**src/rtl/sbmb_pkg.sv**
```systemverilog
// Shared constants and types for the doorbell sideband mailbox.
// Assumes the command fields plus the go bit fill one host word exactly.
package sbmb_pkg;
    localparam int unsigned WORD_W  = 32;
    localparam int unsigned HOST_AW = 4;
    localparam int unsigned FN_W    = 8;
    localparam int unsigned OP_W    = 8;
    localparam int unsigned PORT_W  = 8;
    localparam int unsigned BE_W    = 4;
    localparam int unsigned BAR_W   = 3;

    localparam logic [OP_W-1:0] OP_RD = 8'd6;
    localparam logic [OP_W-1:0] OP_WR = 8'd7;

    localparam logic [1:0] SEL_CMD  = 2'd0;
    localparam logic [1:0] SEL_DATA = 2'd1;
    localparam logic [1:0] SEL_ADDR = 2'd2;
    localparam logic [1:0] SEL_STAT = 2'd3;

    typedef enum logic [1:0] {
        ST_IDLE     = 2'd0,
        ST_REQ      = 2'd1,
        ST_WAIT_RSP = 2'd2,
        ST_DONE     = 2'd3
    } sbmb_state_e;

    typedef struct packed {
        logic [FN_W-1:0]   devfn;
        logic [OP_W-1:0]   opcode;
        logic [PORT_W-1:0] port;
        logic [BE_W-1:0]   be;
        logic [BAR_W-1:0]  bar;
    } sbmb_cmd_t;
endpackage

```
**src/rtl/sbmb_regs.sv**
```systemverilog
// Host register file: command, data, address and read-only status words.
// Assumes busy comes from the controller; every write is dropped while busy.
// The go bit turns a command write into a one-cycle launch pulse.
module sbmb_regs
    import sbmb_pkg::*;
(
    input  logic              clk,
    input  logic              rst_n,
    input  logic              hst_sel,
    input  logic              hst_wr,
    input  logic [HOST_AW-1:0] hst_addr,
    input  logic [WORD_W-1:0] hst_wdata,
    output logic [WORD_W-1:0] hst_rdata,
    input  logic              busy,
    input  logic              cap_en,
    input  logic [WORD_W-1:0] cap_data,
    input  logic              tmo_flag,
    input  logic              err_flag,
    output logic              launch,
    output sbmb_cmd_t         cmd_q,
    output logic [WORD_W-1:0] addr_q,
    output logic [WORD_W-1:0] data_q
);
    logic       aligned;
    logic       wr_ok;
    logic [1:0] widx;

    // Word decode and the write gate shared by all registers
    always_comb begin
        aligned = (hst_addr[1:0] == 2'b00);
        widx    = hst_addr[3:2];
        wr_ok   = hst_sel && hst_wr && aligned && !busy;
        launch  = wr_ok && (widx == SEL_CMD) && hst_wdata[0];
    end

    // Register updates from host writes and read-data capture
    always_ff @(posedge clk) begin
        if (!rst_n) begin
            cmd_q  <= '0;
            addr_q <= '0;
            data_q <= '0;
        end else begin
            if (wr_ok && widx == SEL_CMD)  cmd_q  <= hst_wdata[WORD_W-1:1];
            if (wr_ok && widx == SEL_ADDR) addr_q <= hst_wdata;
            if (cap_en)                    data_q <= cap_data;
            else if (wr_ok && widx == SEL_DATA) data_q <= hst_wdata;
        end
    end

    // Read multiplexer
    always_comb begin
        hst_rdata = '0;
        if (aligned) begin
            case (widx)
                SEL_CMD:  hst_rdata = {cmd_q, busy};
                SEL_DATA: hst_rdata = data_q;
                SEL_ADDR: hst_rdata = addr_q;
                SEL_STAT: hst_rdata = {{(WORD_W-2){1'b0}}, err_flag, tmo_flag};
                default:  hst_rdata = '0;
            endcase
        end
    end

    a_r8_addr_frozen: assert property (@(posedge clk) disable iff (!rst_n)
        (busy && hst_sel && hst_wr) |=> $stable(addr_q));
    a_r8_cmd_frozen: assert property (@(posedge clk) disable iff (!rst_n)
        (busy && hst_sel && hst_wr) |=> $stable(cmd_q));
    a_r8_data_frozen: assert property (@(posedge clk) disable iff (!rst_n)
        (busy && hst_sel && hst_wr && !cap_en) |=> $stable(data_q));
endmodule

```
**src/rtl/sbmb_ctrl.sv**
```systemverilog
// Transaction controller: IDLE -> REQ -> WAIT_RSP -> DONE -> IDLE.
// Assumes tmo_limit is held stable while busy. A response wins over a timeout
// in the same cycle, and a handshake in REQ wins over a timeout as well.
module sbmb_ctrl
    import sbmb_pkg::*;
#(
    parameter int unsigned TMO_W = 16
) (
    input  logic              clk,
    input  logic              rst_n,
    input  logic              launch,
    input  logic [OP_W-1:0]   cmd_opcode,
    input  logic [TMO_W-1:0]  tmo_limit,
    input  logic              req_ready,
    input  logic              rsp_valid,
    input  logic              rsp_err,
    input  logic [WORD_W-1:0] rsp_rdata,
    output logic              busy,
    output logic              req_valid,
    output logic              cap_en,
    output logic [WORD_W-1:0] cap_data,
    output logic              tmo_flag,
    output logic              err_flag
);
    localparam int unsigned CNT_W = TMO_W + 1;
    localparam logic [CNT_W-1:0] CNT_ONE = CNT_W'(1);

    sbmb_state_e      st_q;
    logic [CNT_W-1:0] cnt_q;
    logic             limit_hit;

    // Derived outputs and the timeout compare
    always_comb begin
        limit_hit = (cnt_q >= {1'b0, tmo_limit});
        busy      = (st_q != ST_IDLE);
        req_valid = (st_q == ST_REQ);
        cap_en    = (st_q == ST_WAIT_RSP) && rsp_valid && (cmd_opcode == OP_RD);
        cap_data  = rsp_rdata;
    end

    // State, cycle counter and sticky flags
    always_ff @(posedge clk) begin
        if (!rst_n) begin
            st_q     <= ST_IDLE;
            cnt_q    <= '0;
            tmo_flag <= 1'b0;
            err_flag <= 1'b0;
        end else begin
            case (st_q)
                ST_IDLE: begin
                    if (launch) begin
                        st_q     <= ST_REQ;
                        cnt_q    <= '0;
                        tmo_flag <= 1'b0;
                        err_flag <= 1'b0;
                    end
                end
                ST_REQ: begin
                    if (req_ready) begin
                        st_q  <= ST_WAIT_RSP;
                        cnt_q <= cnt_q + CNT_ONE;
                    end else if (limit_hit) begin
                        st_q     <= ST_DONE;
                        tmo_flag <= 1'b1;
                    end else begin
                        cnt_q <= cnt_q + CNT_ONE;
                    end
                end
                ST_WAIT_RSP: begin
                    if (rsp_valid) begin
                        st_q     <= ST_DONE;
                        err_flag <= rsp_err;
                    end else if (limit_hit) begin
                        st_q     <= ST_DONE;
                        tmo_flag <= 1'b1;
                    end else begin
                        cnt_q <= cnt_q + CNT_ONE;
                    end
                end
                default: st_q <= ST_IDLE;
            endcase
        end
    end

    a_r5_busy_after_launch: assert property (@(posedge clk) disable iff (!rst_n)
        launch |=> busy);
    a_r9_wait_abort: assert property (@(posedge clk) disable iff (!rst_n)
        (st_q == ST_WAIT_RSP && !rsp_valid && limit_hit) |=> (st_q == ST_DONE && tmo_flag));
    a_r10_rsp_wins: assert property (@(posedge clk) disable iff (!rst_n)
        (st_q == ST_WAIT_RSP && rsp_valid) |=> (st_q == ST_DONE && !tmo_flag));
    a_r12_req_abort: assert property (@(posedge clk) disable iff (!rst_n)
        (req_valid && !req_ready && limit_hit) |=> (!req_valid && tmo_flag));
endmodule

```
**src/rtl/sb_mailbox.sv**
```systemverilog
// Doorbell sideband mailbox top: joins the host register file to the
// transaction controller and routes the stored command to the request channel.
// Assumes one outstanding transaction and a single-beat response.
module sb_mailbox
    import sbmb_pkg::*;
#(
    parameter int unsigned TMO_W = 16
) (
    input  logic              clk,
    input  logic              rst_n,
    input  logic              hst_sel,
    input  logic              hst_wr,
    input  logic [3:0]        hst_addr,
    input  logic [31:0]       hst_wdata,
    output logic [31:0]       hst_rdata,
    input  logic [TMO_W-1:0]  tmo_limit,
    output logic              sb_req_valid,
    input  logic              sb_req_ready,
    output logic [7:0]        sb_req_devfn,
    output logic [7:0]        sb_req_opcode,
    output logic [7:0]        sb_req_port,
    output logic [3:0]        sb_req_be,
    output logic [2:0]        sb_req_bar,
    output logic [31:0]       sb_req_addr,
    output logic [31:0]       sb_req_wdata,
    input  logic              sb_rsp_valid,
    input  logic              sb_rsp_err,
    input  logic [31:0]       sb_rsp_rdata
);
    sbmb_cmd_t         cmd_q;
    logic [WORD_W-1:0] addr_q;
    logic [WORD_W-1:0] data_q;
    logic              launch;
    logic              busy;
    logic              cap_en;
    logic [WORD_W-1:0] cap_data;
    logic              tmo_flag;
    logic              err_flag;

    sbmb_regs u_regs (
        .clk      (clk),
        .rst_n    (rst_n),
        .hst_sel  (hst_sel),
        .hst_wr   (hst_wr),
        .hst_addr (hst_addr),
        .hst_wdata(hst_wdata),
        .hst_rdata(hst_rdata),
        .busy     (busy),
        .cap_en   (cap_en),
        .cap_data (cap_data),
        .tmo_flag (tmo_flag),
        .err_flag (err_flag),
        .launch   (launch),
        .cmd_q    (cmd_q),
        .addr_q   (addr_q),
        .data_q   (data_q)
    );

    sbmb_ctrl #(.TMO_W(TMO_W)) u_ctrl (
        .clk       (clk),
        .rst_n     (rst_n),
        .launch    (launch),
        .cmd_opcode(cmd_q.opcode),
        .tmo_limit (tmo_limit),
        .req_ready (sb_req_ready),
        .rsp_valid (sb_rsp_valid),
        .rsp_err   (sb_rsp_err),
        .rsp_rdata (sb_rsp_rdata),
        .busy      (busy),
        .req_valid (sb_req_valid),
        .cap_en    (cap_en),
        .cap_data  (cap_data),
        .tmo_flag  (tmo_flag),
        .err_flag  (err_flag)
    );

    // Request fields come straight from the frozen host registers
    always_comb begin
        sb_req_devfn  = cmd_q.devfn;
        sb_req_opcode = cmd_q.opcode;
        sb_req_port   = cmd_q.port;
        sb_req_be     = cmd_q.be;
        sb_req_bar    = cmd_q.bar;
        sb_req_addr   = addr_q;
        sb_req_wdata  = data_q;
    end

    a_r6_req_hold: assert property (@(posedge clk) disable iff (!rst_n)
        (sb_req_valid && !sb_req_ready) |=> ($stable(sb_req_addr) && $stable(sb_req_opcode)
            && $stable(sb_req_wdata) && $stable(sb_req_port)));
endmodule

```
**config.mk**
```make
export PLATFORM = sky130hd
export DESIGN_NAME = sb_mailbox
export DESIGN_NICKNAME = d
export VERILOG_FILES = /design/src/rtl/sbmb_pkg.sv /design/src/rtl/sbmb_regs.sv /design/src/rtl/sbmb_ctrl.sv /design/src/rtl/sb_mailbox.sv
export SDC_FILE = /design/constraint.sdc
export NUM_CORES = 1
export LEC_CHECK = 0
export CAP_MARGIN = 20
export CORE_ASPECT_RATIO = 1.75
export CORE_MARGIN = 2
export CORE_UTILIZATION = 30
export DETAILED_ROUTE_END_ITERATION = 16
export SYNTH_ARGS = -nofsm -noshare
export SYNTH_HDL_FRONTEND = slang
export SYNTH_SLANG_ARGS = --single-unit
```
**constraint.sdc**
```tcl
create_clock -name clk -period 9 [get_ports clk]
set_input_delay 2.7 -clock clk [delete_from_list [all_inputs] [get_ports clk]]
set_output_delay 2.7 -clock clk [all_outputs]
set_load 0.02 [all_outputs]
```
==> results.py <==
metrics = {
    "cts": {
        "clkLatencyLatePin_ns": 0.41,
        "cts_sinks": 116,
        "cts_tree": "built",
        "cts_resized": 0,
        "post-cts-setup-buffer-count": 0,
        "path_clk_slew_ns": 0.06,
        "cts_max_level": 4,
        "root_buffer": "clkbuf_16",
        "cts.path.max_buffers": 2,
        "cts_inserted_buffers": 17,
        "holdBufCountCts": 0,
    },
    "hold_path": {
        "hold_class": "reg2reg",
    },
    "power": {
        "power.total_w": 0.001376,
        "p_seq_frac": 0.379,
        "internal_power_w": 0.001024,
        "ir_drop_v": 0.00008416,
        "p_per_area_nw_per_um2": 147.9,
        "leakage_nw": 4.002,
        "p_sw_w": 0.0003524,
        "clkPwrFrac": 0.514,
        "pwr-share-comb": 0.107,
        "p_sw_frac": 0.2561,
    },
    "critical_path": {
        "cp-end-kind": "output port",
        "critical_path_class": "in2out",
        "worstPathBufferInverterCount": 3,
        "cp_cell_sequence": "buf_2 > buf_4 > mux4_2 > nor2b_1 > clkdlybuf4s50_1",
        "required_ns": 6.30,
        "critPathMaxStageDelay_ns": 0.57,
        "path_delay_family": "buffers and inverters",
        "crit_arrival_ns": 4.95,
        "crit_fanout": 22,
        "crit_slowest_cell": "clkdlybuf4s50_1",
        "critPathLaunchType": "primary input",
    },
    "logic_synthesis": {
        "avgSynthCellArea_um2": 7.982,
        "synth_seq_cells": 116,
        "ys_async_sr_fraction": 0,
        "syn_nets": 909,
        "netlist_instances": 796,
        "seq_area_frac_synth": 0.3655,
        "syn-cell-area_um2": 6354,
        "synth_ff_type": "dfxtp_1",
        "ys_warn_count": 0,
        "synth_edf_count": 0,
        "yosys.cell_types.count": 50,
    },
    "place": {
        "port_buffers": 218,
        "placedCellCount": 1223,
        "hpwl_mm": 16.14,
        "place_congestion": 0.8469,
    },
    "die": {
        "dieArea_um2": 22400,
        "num_io_pins": 219,
        "rows": 70,
        "dieHeight_um": 196.5,
        "core_area_um2": 20850,
        "die_x_um": 114.0,
        "start_util": 0.3048,
    },
    "global_routing": {
        "grt_pass1_wl_mm": 35.03,
        "antenna_found_initial": 0,
        "grt.overflow.total": 0,
        "track_usage": 0.2015,
        "grt_pass1_vias": 6304,
        "grt_start_max_net_pins": 58,
    },
    "drt": {
        "ant_nets": 0,
        "drt-total-wl_mm": 22.64,
        "drc_errors": 0,
        "via_count": 6282,
        "routed_via_density": 5.010,
        "routedWlPerCell_um": 18.06,
        "drt-pass1-iter-count": 5,
        "drtIter0Drc": 274,
    },
    "timing": {
        "fin_skew_ns": 0.01482,
        "setup_viol": 0,
        "slew_headroom": 0.3854,
        "max_freq_mhz": 130.7,
        "slew_violations": 0,
        "setup_tns_ns": 0,
        "finalHoldViolCount": 0,
        "rsz0062_at_grt": "no",
        "tightest_slew_ns": 0.9200,
        "fin_crit_ns": 7.653,
        "fin_crit_sh": 0.8503,
    },
    "finish": {
        "layout_common_cells": "215 x clkdlybuf4s50_1, 192 x nand2_1, 116 x dfxtp_1",
        "fin_cells": 1254,
        "layout-drive-gt1-share": 0.05589,
        "layout.nets": 1103,
        "area_delta_synth_final_pct": 46.42,
        "final_common_cell": "clkdlybuf4s50_1",
        "post-route-util": 0.4463,
        "multi_input_area_um2": 3724,
        "n_antenna_cell": 0,
        "nFillCells": 2120,
        "regArea_um2": 2322,
    },
    "run_status": {
        "status": "complete, no violations",
    },
    "flow_run": {
        "maxCapViolCount": 0,
    },
}
[worst reg2reg max path, stage by stage, from the launching register on]
cell       delay [ns]
dfxtp_1          0.44
ha_1             0.30
a21oi_1          0.14
o21ai_0          0.17
a2111oi_4        0.50
o31a_1           0.33
o21ai_1          0.28
a21o_1           0.24
a21o_1           0.17
[power groups by stage]
stage,combinational (W),clock [W],sequential (W)
after global routing,0.000158,0.000748,0.000522
final,0.000147,0.000707,0.000522
after detailed placement,0.000147,0,0.000533
after floorplan,0.0000695,0,0.000536
after global placement,0.000146,0,0.000533
after CTS,0.000148,0.000723,0.000522
[metrics by stage]
| stage | instance area [µm²] | hold slack (ns) | worst slack [ns] |
|---|---|---|---|
| global placement | 8700 | 0.4607 | 1.346 |
| finish | 9303 | 0.4714 | 1.348 |
| CTS | 9303 | 0.4756 | 1.326 |
| global route | 9303 | 0.4912 | 1.264 |
| detailed placement | 8700 | 0.4657 | 1.327 |
| floorplan | 6354 | 0.4464 | 2.276 |
[final timing paths]
path                         start                to  slack, ns  cells past startpoint
setup / recovery       hst_addr[2]      hst_rdata[0]       1.35                      5
hold / removal    u_regs.cmd_q[30]  u_regs.cmd_q[30]       0.47                      2
setup reg to reg   u_ctrl.cnt_q[8]   u_ctrl.cnt_q[7]       6.34                      8
hold reg to reg   u_regs.cmd_q[30]  u_regs.cmd_q[30]       0.47                      2
[final cells by class]
cell class	count	share of cell area
repair buffers	227	0.2405
well taps	252	0.03389
inverters	27	0.01089
flip-flops and latches	116	0.2496
clock buffers	17	0.04573
multi-input cells	601	0.4003
clock inverters	14	0.01910
[synthesized netlist by cell type (3+ instances only)]
library cell | count | area share
and3_1 | 3 | 0.0030
nor2b_1 | 6 | 0.0059
nor4_1 | 4 | 0.0039
a21boi_1 | 21 | 0.025
o211a_1 | 32 | 0.050
nand3_1 | 11 | 0.0087
o21ai_1 | 3 | 0.0024
buf_2 | 9 | 0.0071
dfxtp_1 | 116 | 0.37
nor2_1 | 75 | 0.044
o31ai_1 | 5 | 0.0059
nand3b_1 | 3 | 0.0035
nand2_1 | 193 | 0.11
clkbuf_1 | 37 | 0.022
mux2i_1 | 62 | 0.098
buf_1 | 4 | 0.0024
a21o_1 | 4 | 0.0047
ha_1 | 22 | 0.043
a311oi_1 | 3 | 0.0041
o21ai_0 | 15 | 0.012
a21oi_1 | 49 | 0.039
or3_1 | 5 | 0.0049
inv_1 | 27 | 0.016
nand4_1 | 5 | 0.0049
a21boi_0 | 45 | 0.053
nor3_1 | 7 | 0.0055
[flip-flops by register name, summed over array words and instances, names as in the netlist]
name / count
u_ctrl.tmo_flag: 1
u_ctrl.err_flag: 1
u_ctrl.st_q: 2
u_regs.data_q: 32
u_ctrl.cnt_q: 17
u_regs.cmd_q: 31
u_regs.addr_q: 32
[routing by layer]
metal | global-route usage | vias up | share of wire
met4 | 0.08130 | 0 | 0.029
met3 | 0.03629 | 38 | 0.038
met5 | 0 | - | 0
li1 | - | 3123 | -
met1 | 0.2088 | 2949 | 0.38
met2 | 0.3896 | 172 | 0.55
[cell families (layout without fill, tap and decap cells)]
family	count (synthesis)	count (layout)	share of synthesized area
buffers and inverters	79	285	0.05081
adder cells (fa/ha/maj)	22	22	0.04332
AO/OA/AOI/OAI	195	195	0.2265
flip-flops	116	116	0.3655
multiplexers	64	64	0.1048
AND/OR/NAND/NOR	320	320	0.2091
Note: power is estimated with default switching activity, not from simulation.
